[src/rtl/i2stx_pkg.sv]
package i2stx_pkg;

    localparam int HALF_W   = 9;
    localparam int SAMPLE_W = 32;
    localparam int CTL_W    = 16;

    typedef enum logic [1:0] {
        WID_8    = 2'd0,
        WID_16   = 2'd1,
        WID_RSVD = 2'd2,
        WID_32   = 2'd3
    } width_e;

    typedef struct packed {
        logic              clear;
        logic              slave;
        logic              stop;
        logic              mute;
        logic              mono;
        width_e            width;
        logic [HALF_W-1:0] half;
    } ctl_t;

    localparam ctl_t CTL_RESET = '{
        clear: 1'b0,
        slave: 1'b0,
        stop:  1'b1,
        mute:  1'b1,
        mono:  1'b0,
        width: WID_16,
        half:  9'd31
    };

    // Place the active sample bits at the top of a shift word.
    function automatic logic [SAMPLE_W-1:0] align_left(input width_e w,
                                                       input logic [SAMPLE_W-1:0] d);
        logic [SAMPLE_W-1:0] r;
        case (w)
            WID_8:   r = {d[7:0], 24'b0};
            WID_32:  r = d;
            default: r = {d[15:0], 16'b0};
        endcase
        return r;
    endfunction

endpackage

[src/rtl/i2stx_fifo.sv]
module i2stx_fifo #(
    parameter int DEPTH = 8,
    parameter int DW    = 32
) (
    input  logic                       clk,
    input  logic                       rst,
    input  logic                       clr,
    input  logic                       push,
    input  logic [DW-1:0]              din,
    input  logic                       pop,
    output logic [DW-1:0]              dout,
    output logic                       empty,
    output logic                       full,
    output logic [$clog2(DEPTH+1)-1:0] count
);
    localparam int AW = (DEPTH > 1) ? $clog2(DEPTH) : 1;
    localparam int CW = $clog2(DEPTH + 1);

    logic [DW-1:0] mem [DEPTH];
    logic [AW-1:0] wp, rp;
    logic [CW-1:0] cnt;
    logic          wr_ok, rd_ok;

    function automatic logic [AW-1:0] ptr_next(input logic [AW-1:0] p);
        return (p == AW'(DEPTH - 1)) ? '0 : p + 1'b1;
    endfunction

    assign empty = (cnt == '0);
    assign full  = (cnt == CW'(DEPTH));
    assign wr_ok = push && !full;
    assign rd_ok = pop && !empty;
    assign dout  = mem[rp];
    assign count = cnt;

    always_ff @(posedge clk) begin
        if (wr_ok) begin
            mem[wp] <= din;
        end
    end

    always_ff @(posedge clk) begin
        if (rst || clr) begin
            wp  <= '0;
            rp  <= '0;
            cnt <= '0;
        end else begin
            if (wr_ok) wp <= ptr_next(wp);
            if (rd_ok) rp <= ptr_next(rp);
            unique case ({wr_ok, rd_ok})
                2'b10:   cnt <= cnt + 1'b1;
                2'b01:   cnt <= cnt - 1'b1;
                default: cnt <= cnt;
            endcase
        end
    end

    AST_FULL_DROPS: assert property (@(posedge clk) disable iff (rst)
        ($past(full) && $past(push) && !$past(pop) && !$past(clr)) |-> (cnt == $past(cnt)));

endmodule

[src/rtl/i2stx_framer.sv]
module i2stx_framer #(
    parameter int HW = 9
) (
    input  logic          clk,
    input  logic          rst,
    input  logic          clr,
    input  logic          slave,
    input  logic          clk_en,
    input  logic [HW-1:0] half,
    input  logic          sck_in,
    input  logic          ws_in,
    output logic          sck_o,
    output logic          ws_o,
    output logic          tick,
    output logic          load,
    output logic          load_right
);
    localparam logic [HW-1:0] CNT_MAX = '1;
    localparam logic [HW-1:0] CNT_ONE = HW'(1);

    logic          sck_r, ws_r, sck_in_q, ws_nxt;
    logic [HW-1:0] cnt, cnt_nxt;

    always_comb begin
        tick = slave ? (sck_in_q && !sck_in) : (clk_en && sck_r);
        if (slave) begin
            ws_nxt  = ws_in;
            if (ws_in != ws_r)       cnt_nxt = '0;
            else if (cnt == CNT_MAX) cnt_nxt = cnt;
            else                     cnt_nxt = cnt + 1'b1;
        end else if (cnt >= half) begin
            ws_nxt  = !ws_r;
            cnt_nxt = '0;
        end else begin
            ws_nxt  = ws_r;
            cnt_nxt = cnt + 1'b1;
        end
        load       = tick && (cnt_nxt == CNT_ONE);
        load_right = ws_nxt;
    end

    always_ff @(posedge clk) begin
        if (rst || clr) begin
            sck_r    <= 1'b0;
            ws_r     <= 1'b0;
            cnt      <= '0;
            sck_in_q <= 1'b0;
        end else begin
            sck_in_q <= sck_in;
            if (tick) begin
                ws_r <= ws_nxt;
                cnt  <= cnt_nxt;
            end
            if (slave)       sck_r <= 1'b0;
            else if (clk_en) sck_r <= !sck_r;
        end
    end

    assign sck_o = sck_r;
    assign ws_o  = ws_r;

    AST_WS_ON_FALL: assert property (@(posedge clk) disable iff (rst)
        (ws_r != $past(ws_r)) |-> ($past(tick) || $past(clr)));

endmodule

[src/rtl/i2stx_shifter.sv]
module i2stx_shifter #(
    parameter int SW = 32
) (
    input  logic          clk,
    input  logic          rst,
    input  logic          clr,
    input  logic          tick,
    input  logic          load,
    input  logic [SW-1:0] word,
    output logic          sd
);
    logic [SW-1:0] sh;

    always_ff @(posedge clk) begin
        if (rst || clr) begin
            sh <= '0;
            sd <= 1'b0;
        end else if (tick) begin
            if (load) begin
                sd <= word[SW-1];
                sh <= {word[SW-2:0], 1'b0};
            end else begin
                sd <= sh[SW-1];
                sh <= {sh[SW-2:0], 1'b0};
            end
        end
    end

    AST_SD_ON_FALL: assert property (@(posedge clk) disable iff (rst)
        (sd != $past(sd)) |-> ($past(tick) || $past(clr)));

endmodule

[src/rtl/i2s_audio_tx.sv]
module i2s_audio_tx
    import i2stx_pkg::*;
#(
    parameter int FIFO_DEPTH = 8
) (
    input  logic                clk,
    input  logic                rst,
    input  logic                clk_en,
    input  logic                ctl_wr,
    input  logic [CTL_W-1:0]    ctl_wdata,
    output logic [CTL_W-1:0]    ctl_rdata,
    input  logic                push_valid,
    input  logic [SAMPLE_W-1:0] push_data,
    output logic                push_full,
    input  logic                sck_in,
    input  logic                ws_in,
    output logic                sck_out,
    output logic                ws_out,
    output logic                sd_out,
    output logic                underflow
);
    localparam int CW = $clog2(FIFO_DEPTH + 1);

    ctl_t                ctl_q;
    logic                clr;
    logic                tick, load, load_right, need_pop;
    logic                fifo_empty;
    logic [CW-1:0]       fifo_cnt;
    logic [SAMPLE_W-1:0] fifo_dout, head_al, word_raw, word_tx, held;
    logic                uflow_q;

    always_ff @(posedge clk) begin
        if (rst)         ctl_q <= CTL_RESET;
        else if (ctl_wr) ctl_q <= ctl_t'(ctl_wdata);
    end

    assign ctl_rdata = ctl_q;
    assign clr       = ctl_q.clear;

    i2stx_fifo #(
        .DEPTH (FIFO_DEPTH),
        .DW    (SAMPLE_W)
    ) u_fifo (
        .clk   (clk),
        .rst   (rst),
        .clr   (clr),
        .push  (push_valid),
        .din   (push_data),
        .pop   (need_pop),
        .dout  (fifo_dout),
        .empty (fifo_empty),
        .full  (push_full),
        .count (fifo_cnt)
    );

    i2stx_framer #(
        .HW (HALF_W)
    ) u_framer (
        .clk        (clk),
        .rst        (rst),
        .clr        (clr),
        .slave      (ctl_q.slave),
        .clk_en     (clk_en),
        .half       (ctl_q.half),
        .sck_in     (sck_in),
        .ws_in      (ws_in),
        .sck_o      (sck_out),
        .ws_o       (ws_out),
        .tick       (tick),
        .load       (load),
        .load_right (load_right)
    );

    // Word selection: fresh sample, repeated mono sample, or silence.
    assign head_al  = align_left(ctl_q.width, fifo_dout);
    assign need_pop = load && !ctl_q.stop && (!load_right || !ctl_q.mono);

    always_comb begin
        word_raw = '0;
        if (need_pop) begin
            word_raw = fifo_empty ? '0 : head_al;
        end else if (load && load_right && ctl_q.mono) begin
            word_raw = held;
        end
        word_tx = (ctl_q.mute || ctl_q.stop) ? '0 : word_raw;
    end

    always_ff @(posedge clk) begin
        if (rst || clr) begin
            held    <= '0;
            uflow_q <= 1'b0;
        end else begin
            if (need_pop && !load_right) held <= word_raw;
            if (need_pop && fifo_empty)  uflow_q <= 1'b1;
        end
    end

    assign underflow = uflow_q;

    i2stx_shifter #(
        .SW (SAMPLE_W)
    ) u_shifter (
        .clk  (clk),
        .rst  (rst),
        .clr  (clr),
        .tick (tick),
        .load (load),
        .word (word_tx),
        .sd   (sd_out)
    );

    AST_STOP_HOLDS_QUEUE: assert property (@(posedge clk) disable iff (rst)
        ($past(ctl_q.stop) && !$past(clr) && !$past(push_valid && !push_full))
        |-> (fifo_cnt == $past(fifo_cnt)));

    AST_UFLOW_STICKY: assert property (@(posedge clk) disable iff (rst)
        ($past(uflow_q) && !$past(clr)) |-> uflow_q);

endmodule

[config.mk]
export PLATFORM = sky130hd
export DESIGN_NAME = i2s_audio_tx
export DESIGN_NICKNAME = d
export VERILOG_FILES = /design/src/rtl/i2stx_pkg.sv /design/src/rtl/i2stx_fifo.sv /design/src/rtl/i2stx_framer.sv /design/src/rtl/i2stx_shifter.sv /design/src/rtl/i2s_audio_tx.sv
export SDC_FILE = /design/constraint.sdc
export NUM_CORES = 1
export LEC_CHECK = 0
export BUFFER_PORTS_ARGS = -buffer_cell sky130_fd_sc_hd__buf_2
export CAP_MARGIN = 20
export CORE_MARGIN = 2
export CORE_UTILIZATION = 48
export CTS_CLUSTER_DIAMETER = 80
export CTS_CLUSTER_SIZE = 24
export DETAILED_ROUTE_END_ITERATION = 8
export SETUP_SLACK_MARGIN = 0.3
export SLEW_MARGIN = 20
export SYNTH_ARGS = -nofsm -noshare
export SYNTH_HDL_FRONTEND = slang
export SYNTH_SLANG_ARGS = --single-unit
[constraint.sdc]
create_clock -name clk -period 5.5 [get_ports clk]
set_clock_uncertainty 0.15 [all_clocks]
set_input_delay 0.55 -clock clk [delete_from_list [all_inputs] [get_ports clk]]
set_output_delay 0.55 -clock clk [all_outputs]
set_load 0.05 [all_outputs]
==> run_results.csv, run 1 <==
group,metric,value,unit
pwr,power_frac_seq,59.8,%
finish,design_area,0.0166,mm2
placement,portBuffers,75,
drt,routedWlPerCell,22.5,um
logic_synthesis,ys_ff_latch,362,
setup_path,cp-end-kind,"register",
grt,grt_pass1_wl,51700,um
finish,diodes,0,
timing,drv_slew,0,
floorplanning,ioPinCount,76,
pwr,peakVddDrop,195,uV
floorplanning,coreArea,0.0314,mm2
setup_path,critPathRequiredTime,5.80,ns
cts,clk_latency,0.53,ns
cts,cts_tree,"done",
finish,final_nets,1155,
cts,cts_buffers,21,
cts,cts_setup_buffers,0,
pwr,pwr-share-comb,6.9,%
grt,gr-usage-met3,2.85,%
grt,grt_util_all_layers,20.3,%
setup_path,crit_path_frequent_cell,"ha_1",
placement,dp_hpwl,20500,um
floorplanning,die_area,0.0331,mm2
logic_synthesis,synth_cells,1026,
grt,grt_use_met1,28.0,%
pwr,leakage,5.43,nW
logic_synthesis,synthTopCellsByCount,"256 x edfxtp_1, 106 x dfxtp_1, 64 x mux4_2",
timing,min_period,4.78,ns
pwr,p_switching,1.17,mW
timing,tightest_slew,1.12,ns
floorplanning,die_x,182,um
setup_path,worstPathBufferInverterCount,1,
timing,finalHoldViolations,0,
logic_synthesis,yosys_warnings,0,
setup_path,worstPathArrival,5.08,ns
logic_synthesis,ys_types,69,
finish,fillerInstances,2619,
drt,vias_per_cell,5.96,
cts,numClockSinks,362,
drt,vias,8911,
timing,setup_tns,0,ns
floorplanning,core.rowCount,65,
setup_path,critical_path.top_delay_family,"simple AND/OR/NAND/NOR gates",
grt,first_global_vias,8797,
logic_synthesis,synth_top_cell_by_area,"edfxtp_1",
logic_synthesis,synth_area_leaders,"edfxtp_1 51%, dfxtp_1 14%, mux4_2 9.5%",
grt,antenna_found_initial,0,
placement,pre_cts_ws,0.617,ns
grt,use_met2,34.2,%
grt,overflow,0,
logic_synthesis,synth_edf_count,256,
logic_synthesis,synth_most_common_cell,"edfxtp_1",
logic_synthesis,yosysSeqAreaShare,64.6,%
setup_path,path_cells,"ha_1 -> nand3_1 -> nor3_2 -> nand3_1 -> inv_1 -> ha_1 -> nand4b_1 -> xnor2_1 -> nor4b_2 -> a41o_1 -> o211ai_4 -> nor3_4 -> and3_1 -> ha_1 -> xor2_1 -> ha_1 -> a21oi_1 -> xor2_1 -> or3_1 -> a21oi_1",
timing,setup_violations,0,
setup_path,crit_slowest_cell,"dfxtp_1",
cts,root_buffer,"clkbuf_16",
worst_hold_path,min_path_type,"in2reg",
cts,clk_pin_slew,0.09,ns
drt,drt_iter0_markers,749,
cts,htreeDepth,1,
logic_synthesis,synth_area,0.0152,mm2
placement,dpl_cell_area,0.0160,mm2
timing,whs,0.0864,ns
logic_synthesis,ys.flop_type,"edfxtp_1",
pwr,p_per_area,300,mW/mm2
logic_synthesis,syn_avg_cell_area,14.8,um2
pwr,p_int,3.82,mW
setup_path,critPathMaxStageDelay,0.51,ns
drt,ant_nets,0,
outcome,status,"finished, final reports clean",
finish,multiInputGateArea,0.00501,mm2
logic_synthesis,synth_top_area_share,50.6,%
timing,fin_ws,0.720,ns
drt,drc,0,
logic_synthesis,async_flop_share,0,%
setup_path,crit_type,"reg2reg",
finish,area_growth,9.41,%
pwr,clkPwrFrac,33.2,%
logic_synthesis,syn_nets,1102,
finish,seqCellArea,0.00982,mm2
floorplanning,die_y,182,um
drt,drt_wl_total,33700,um
timing,post-route-period-util,86.9,%
finish,drive_above_1_share,22.2,%
timing,slew_headroom,25.5,%
cts,clockBufferDepth,3,
setup_path,setup.worst_path.start_class,"register",
flow_run,timing.max_cap.violations,0,
timing,rsz0062_at_grt,"no",
drt,firstDrtPassIters,7,
grt,grt_max_degree,52,
timing,fmax,209,MHz
setup_path,crit_fanout,9,
pwr,switching_share,23.5,%
placement,place_congestion,0.833,
floorplanning,initial_core_util,48.4,%
finish,final_util,52.9,%
grt,top_usage_layer,"met2",
==> metal layers <==
| metal | share of wire [%] | vias up |
|---|---|---|
| li1 | - | 4137 |
| met1 | 44 | 4491 |
| met2 | 47 | 237 |
| met3 | 5.4 | 46 |
| met4 | 2.6 | 0 |
| met5 | 0 | - |
==> flip-flops by register name, summed over array words and instances, names as in the netlist, named ones only <==
signal             cells
u_fifo.count           4
ctl_rdata             15
u_framer.sck_o         1
u_framer.sck_in_q      1
u_framer.cnt           9
held                  32
underflow              1
u_fifo.wp              3
u_framer.ws_o          1
u_fifo.mem           256
u_fifo.rp              3
u_shifter.sd           1
u_shifter.sh          31
clr                    1
==> final timing paths <==
| check | cells after the start | end | from | slack [ns] |
|---|---|---|---|---|
| setup reg to reg | 20 | u_fifo.count[2]$_SDFFE_PP0P_ | u_framer.cnt[0]$_SDFFE_PP0P_ | 0.72 |
| hold / removal | 2 | u_framer.sck_in_q$_SDFF_PP0_ | sck_in | 0.09 |
| hold reg to reg | 2 | held[31]$_SDFFE_PP0P_ | held[31]$_SDFFE_PP0P_ | 0.30 |
| setup / recovery | 20 | u_fifo.count[2]$_SDFFE_PP0P_ | u_framer.cnt[0]$_SDFFE_PP0P_ | 0.72 |
==> power by group through the flow <==
stage	registers, mW	logic [mW]	clock network [mW]
after floorplan	3.07	0.202	0
after global placement	3.05	0.344	0
after detailed placement	3.05	0.348	0
after CTS	2.99	0.349	1.71
after global routing	2.99	0.376	1.80
final	2.99	0.346	1.66
==> worst reg2reg max path, cell delays in order (launching register included) <==
cell and delay (ns):
dfxtp_1 0.51, ha_1 0.35, nand3_1 0.17, nor3_2 0.28, nand3_1 0.15, inv_1 0.09
ha_1 0.32, nand4b_1 0.18, xnor2_1 0.08, nor4b_2 0.36, a41o_1 0.31, o211ai_4 0.16
nor3_4 0.21, and3_1 0.20, ha_1 0.25, xor2_1 0.17, ha_1 0.16, a21oi_1 0.05
xor2_1 0.15, or3_1 0.30, a21oi_1 0.13
==> metrics by stage <==
stage / instances / total power [mW]
finish: 1495 / 4.99
global route: 1495 / 5.17
CTS: 1495 / 5.04
detailed placement: 1458 / 3.40
global placement: 1458 / 3.39
floorplan: 1026 / 3.27
==> cell usage in the layout (no fill, tap or decap), types with 9 or more instances in the layout <==
cell type,synthesis,final
nand3_1,19,19
mux2i_1,30,30
dfxtp_1,106,103
inv_1,20,20
edfxtp_1,256,256
buf_4,10,24
o21ai_0,18,18
nor2_1,51,48
a21oi_1,54,54
or3_1,11,11
mux2_2,16,16
a2bb2oi_1,9,9
o22ai_1,25,25
buf_2,20,75
a32oi_1,9,9
ha_1,21,21
and2_1,11,11
nand2_1,58,58
xnor2_1,9,9
o21ai_1,13,13
mux4_2,64,64
clkbuf_16,0,21
a22oi_1,25,25
==> logic make-up after synthesis <==
| group | Yosys count | share of synthesized area, % |
|---|---|---|
| AOI/OAI and AO/OA | 223 | 10.4 |
| xor gates and xnor gates | 13 | 0.749 |
| adders and majority gates | 21 | 1.73 |
| buffers and inverters | 90 | 2.78 |
| DFF | 362 | 64.6 |
| muxes | 110 | 12.7 |
| and+or+nand+nor | 207 | 7.12 |
==> layout make-up <==
| cell class | count | share of cell area [%] |
|---|---|---|
| inverters | 21 | 0.474 |
| flip-flops and latches | 362 | 59.1 |
| multi-input cells | 574 | 30.2 |
| well taps | 402 | 3.03 |
| clock inverters | 7 | 0.534 |
| repair buffers | 99 | 3.34 |
| clock buffers | 30 | 3.39 |
==> timing repair <==
item	CTS	global route
setup endpoints to repair	0	2
hold endpoints to repair	0	0
hold buffers	0	0
resized for setup	0	1
Note: power is estimated with default switching activity, not from simulation.
==> inputs of run 2 (changes only) <==
MAX_ROUTING_LAYER = met4   (was unset)
==> run 2 against run 1 <==
Net effect:
- power about the same
- global-route usage increased by 0.65 points
- core utilization unchanged
- combinational power about the same
- cell area unchanged
- die area unchanged
- hold slack got worse by 0.00072 ns
- non-clock buffer count unchanged
- cell count unchanged
- maximum frequency about the same
- routed wire length increased by 0.25%
==> run_results.csv, run 2 (synthesis gave the netlist of run 1 again) <==
group,metric,value,unit
cts,clk_pin_slew,0.09,ns
timing,min_period,4.78,ns
timing,fmax,209,MHz
timing,tightest_slew,1.11,ns
drt,routedWlPerCell,22.6,um
cts,clockBufferDepth,3,
cts,numClockSinks,362,
finish,final_util,52.9,%
cts,clk_latency,0.53,ns
drt,drt_iter0_markers,707,
timing,drv_slew,0,
drt,drc,0,
timing,setup_tns,0,ns
setup_path,critPathRequiredTime,5.80,ns
finish,reg.largest.list,"u_fifo.mem (256), held (32), u_shifter.sh (31)",
setup_path,crit_slowest_cell,"dfxtp_1",
floorplanning,initial_core_util,48.4,%
placement,dp_hpwl,20500,um
placement,portBuffers,75,
timing,slew_headroom,26.0,%
drt,vias,8937,
setup_path,setup.worst_path.start_class,"register",
cts,holdBufCountCts,0,
setup_path,crit_type,"reg2reg",
drt,drt_wl_total,33700,um
cts,cts_buffers,21,
finish,largest_register_ffs,256,
setup_path,crit_path_frequent_cell,"ha_1",
setup_path,critPathMaxStageDelay,0.51,ns
finish,layout_commonest_cell,"edfxtp_1",
setup_path,worstPathArrival,5.08,ns
setup_path,crit_fanout,9,
floorplanning,ioPinCount,76,
placement,place_congestion,0.846,
cts,cts_tree,"done",
worst_hold_path,min_path_type,"in2reg",
timing,post-route-period-util,86.9,%
pwr,power_frac_seq,59.8,%
finish,diodes,0,
finish,instances_no_fill,1495,
finish,drive_above_1_share,22.2,%
grt,overflow,0,
flow_run,timing.max_cap.violations,0,
setup_path,rrSetupSlack,0.72,ns
floorplanning,die_area,0.0331,mm2
pwr,clkPwrFrac,33.2,%
floorplanning,coreArea,0.0314,mm2
finish,fillerInstances,2619,
setup_path,cp-end-kind,"register",
timing,setup_violations,0,
floorplanning,core.rowCount,65,
grt,grt_pass1_wl,51700,um
grt,first_global_vias,8777,
pwr,p_per_area,301,mW/mm2
pwr,pwr-share-comb,6.9,%
finish,layout_common_cells,"256 x edfxtp_1, 103 x dfxtp_1, 75 x buf_2",
setup_path,path_cells,"ha_1 -> nand3_1 -> nor3_2 -> nand3_1 -> inv_1 -> ha_1 -> nand4b_1 -> xnor2_1 -> nor4b_2 -> a41o_1 -> o211ai_4 -> nor3_4 -> and3_1 -> ha_1 -> xor2_1 -> ha_1 -> a21oi_1 -> xor2_1 -> or3_1 -> a21oi_1",
drt,firstDrtPassIters,5,
placement,dp_cells,1458,
cts,root_buffer,"clkbuf_16",
drt,ant_nets,0,
setup_path,worstPathBufferInverterCount,1,
cts,htreeDepth,1,
timing,finalHoldViolations,0,
pwr,switching_share,23.5,%
finish,final_nets,1155,
setup_path,critical_path.top_delay_family,"simple AND/OR/NAND/NOR gates",
finish,seqCellArea,0.00982,mm2
floorplanning,die_x,182,um
grt,grt_max_degree,52,
grt,antenna_found_initial,0,
finish,regMostFlops,"u_fifo.mem",
pwr,peakVddDrop,195,uV
pwr,p_int,3.82,mW
grt,grt_util_all_layers,21.0,%
outcome,status,"finished, final reports clean",
drt,vias_per_cell,5.98,
finish,area_growth,9.41,%
floorplanning,die_y,182,um
finish,multiInputGateArea,0.00501,mm2
timing,rsz0062_at_grt,"no",
pwr,leakage,5.43,nW
pwr,p_switching,1.17,mW
-- run 2: cell counts in the layout (fill, tap and decap cells not counted) --
Identical to the previous run, type by type.
-- run 2: repair_timing --
item	in CTS	in global routing
endpoints found under the setup margin	0	2
resized for setup	0	1
hold endpoints to repair	0	0
setup buffers	0	0
-- run 2: layout make-up --
type,count,area share (%)
Sequential cell,362,59.1
Clock buffer,30,3.39
Timing Repair Buffer,99,3.34
Tap cell,402,3.03
Clock inverter,7,0.534
Inverter,21,0.474
Multi-Input combinational cell,574,30.2
-- run 2: metal layers --
metal	share of wire, %	global-route usage [%]	vias up
li1	-	-	4140
met1	45	28.1	4509
met2	47	34.2	239
met3	4.8	2.93	49
met4	2.6	5.58	0
met5	0	-	-
-- run 2: through the flow --
stage          power, mW  setup slack [ns]  cell area, um2  hold slack (ns)
2_1_floorplan       3.27             0.838           15200            0.270
3_3_place_gp        3.39             0.681           16000            0.278
3_5_place_dp        3.40             0.617           16000            0.284
4_1_cts             5.04             0.609           16600           0.0666
5_1_grt             5.17             0.332           16600           0.0736
6_report            4.99             0.718           16600           0.0856
-- run 2: power by group through the flow --
stage	logic (mW)	clock network, mW	registers, mW
after floorplan	0.202	0	3.07
after global placement	0.344	0	3.05
after detailed placement	0.348	0	3.05
after CTS	0.349	1.71	2.99
after global routing	0.376	1.80	2.99
final	0.347	1.66	2.99
-- run 2: final timing paths --
check                               start                           end  cells after the start
min reg2reg         held[31]$_SDFFE_PP0P_         held[31]$_SDFFE_PP0P_                      2
max          u_framer.cnt[1]$_SDFFE_PP0P_  u_fifo.count[2]$_SDFFE_PP0P_                     20
min                                sck_in  u_framer.sck_in_q$_SDFF_PP0_                      2
max reg2reg  u_framer.cnt[1]$_SDFFE_PP0P_  u_fifo.count[2]$_SDFFE_PP0P_                     20
==> inputs of run 3 (changes only) <==
RECOVER_POWER = 50   (was unset)
==> run 3 against run 2 <==
Net effect:
- the run now ends with max-capacitance violations, max-slew violations left
- cell area decreased by 0.52%
- clock-buffer cell count unchanged
- hold slack about the same
- critical path depth unchanged
- global-route usage unchanged
- cell count unchanged
- sequential power about the same
- maximum frequency decreased by 0.32%
- non-clock buffer count unchanged
==> run_results.csv, run 3 (synthesis gave the netlist of run 1 again) <==
group,metric,value,unit
outcome,failed_checks,"max-capacitance violations, max-slew violations",
cts,numClockSinks,362,
cts,clk_latency,0.53,ns
timing,finalHoldViolations,0,
placement,place_congestion,0.846,
cts,clockBufferDepth,3,
drt,routedWlPerCell,22.6,um
drt,firstDrtPassIters,6,
worst_hold_path,min_path_type,"in2reg",
floorplanning,core.rowCount,65,
finish,layout_common_cells,"256 x edfxtp_1, 103 x dfxtp_1, 65 x clkbuf_1",
drt,vias,8997,
drt,drt_wl_total,33700,um
drt,ant_nets,0,
setup_path,worstPathBufferInverterCount,1,
timing,setup_tns,0,ns
finish,regMostFlops,"u_fifo.mem",
setup_path,crit_slowest_cell,"dfxtp_1",
setup_path,critPathRequiredTime,5.77,ns
cts,holdBufCountCts,0,
finish,area_growth,8.84,%
floorplanning,coreArea,0.0314,mm2
pwr,peakVddDrop,195,uV
grt,first_global_vias,8777,
setup_path,worstPathArrival,5.07,ns
finish,layout_commonest_cell,"edfxtp_1",
drt,vias_per_cell,6.02,
floorplanning,ioPinCount,76,
outcome,status,"complete, but fails checks",
timing,rsz0062_at_grt,"no",
drt,drc,0,
placement,dp_cells,1458,
timing,post-route-period-util,87.2,%
setup_path,cp-end-kind,"register",
finish,reg.largest.list,"u_fifo.mem (256), held (32), u_shifter.sh (31)",
setup_path,setup.worst_path.start_class,"register",
timing,slew_headroom,-73.0,%
cts,cts_buffers,21,
finish,final_util,52.7,%
cts,cts_tree,"done",
grt,overflow,0,
finish,design_area,0.0165,mm2
floorplanning,die_x,182,um
timing,setup_violations,0,
finish,instances_no_fill,1495,
cts,clk_pin_slew,0.09,ns
finish,diodes,0,
cts,root_buffer,"clkbuf_16",
setup_path,crit_fanout,9,
setup_path,path_cells,"ha_1 -> nand3_1 -> nor3_2 -> nand3_1 -> inv_1 -> ha_1 -> nand4b_1 -> xnor2_1 -> nor4b_2 -> a41o_1 -> o211ai_4 -> nor3_4 -> and3_1 -> ha_1 -> xor2_1 -> ha_1 -> a21oi_1 -> xor2_1 -> or3_1 -> a21oi_1",
timing,fin_ws,0.703,ns
setup_path,critical_path.top_delay_family,"simple AND/OR/NAND/NOR gates",
grt,grt_util_all_layers,21.0,%
floorplanning,die_y,182,um
pwr,p_per_area,302,mW/mm2
drt,drt_iter0_markers,691,
setup_path,crit_path_frequent_cell,"ha_1",
floorplanning,initial_core_util,48.4,%
placement,dpl_cell_area,0.0160,mm2
setup_path,crit_type,"reg2reg",
setup_path,critPathMaxStageDelay,0.51,ns
placement,portBuffers,75,
cts,cts_setup_buffers,0,
timing,drv_slew,72,
timing,min_period,4.80,ns
setup_path,path_depth,20,
finish,fillerInstances,2634,
flow_run,timing.max_cap.violations,2,
worst_hold_path,holdPathStages,2,
timing,tightest_slew,2.59,ns
grt,grt_max_degree,52,
setup_path,worstRegToRegCells,20,
timing,fmax,208,MHz
grt,grt_pass1_wl,51700,um
finish,largest_register_ffs,256,
finish,drive_above_1_share,16.9,%
pwr,leakage,5.26,nW
cts,htreeDepth,1,
grt,antenna_found_initial,0,
finish,final_nets,1155,
placement,dp_hpwl,20500,um
floorplanning,die_area,0.0331,mm2
placement,pre_cts_ws,0.617,ns
-- run 3: cell types whose count changed in the layout (fill, tap and decap cells not counted), sizes merged --
cell / before / now
buf: 99 / 42
clkbuf: 30 / 87
-- run 3: metrics by stage --
stage | hold WS [ns] | power [mW]
3_3_place_gp | 0.278 | 3.39
5_1_grt | 0.0736 | 5.17
3_5_place_dp | 0.284 | 3.40
6_report | 0.0856 | 4.99
2_1_floorplan | 0.270 | 3.27
4_1_cts | 0.0666 | 5.04
-- run 3: repair_timing --
item	CTS	global route
endpoints found under the setup margin	0	2
hold endpoints to repair	0	0
gates resized for setup	0	1
-- run 3: area by class of cell --
| class | count | area (um2) | share of cell area (%) |
|---|---|---|---|
| inverters | 21 | 78.8 | 0.477 |
| well taps | 402 | 503 | 3.04 |
| clock inverters | 7 | 88.8 | 0.537 |
| multi-input cells | 574 | 5010 | 30.3 |
| clock buffers | 30 | 563 | 3.41 |
| repair buffers | 99 | 474 | 2.87 |
| flip-flops and latches | 362 | 9820 | 59.4 |
-- run 3: final timing paths --
kind         slack (ns)                            to                    startpoint
min                0.09  u_framer.sck_in_q$_SDFF_PP0_                        sck_in
max reg2reg        0.70  u_fifo.count[2]$_SDFFE_PP0P_  u_framer.cnt[1]$_SDFFE_PP0P_
min reg2reg        0.29         held[31]$_SDFFE_PP0P_         held[31]$_SDFFE_PP0P_
max                0.70  u_fifo.count[2]$_SDFFE_PP0P_  u_framer.cnt[1]$_SDFFE_PP0P_
-- run 3: per-layer routing --
metal	global-route usage (%)	routed length, um	vias to the layer above
met2	34.2	16100	262
met3	2.93	1750	47
met5	-	0	-
met1	28.1	15100	4547
met4	5.58	854	0
li1	-	-	4141
-- run 3: report_power, final --
group	internal (mW)	switching [mW]
logic	0.104	0.236
clock network	0.750	0.909
registers	2.96	0.0265
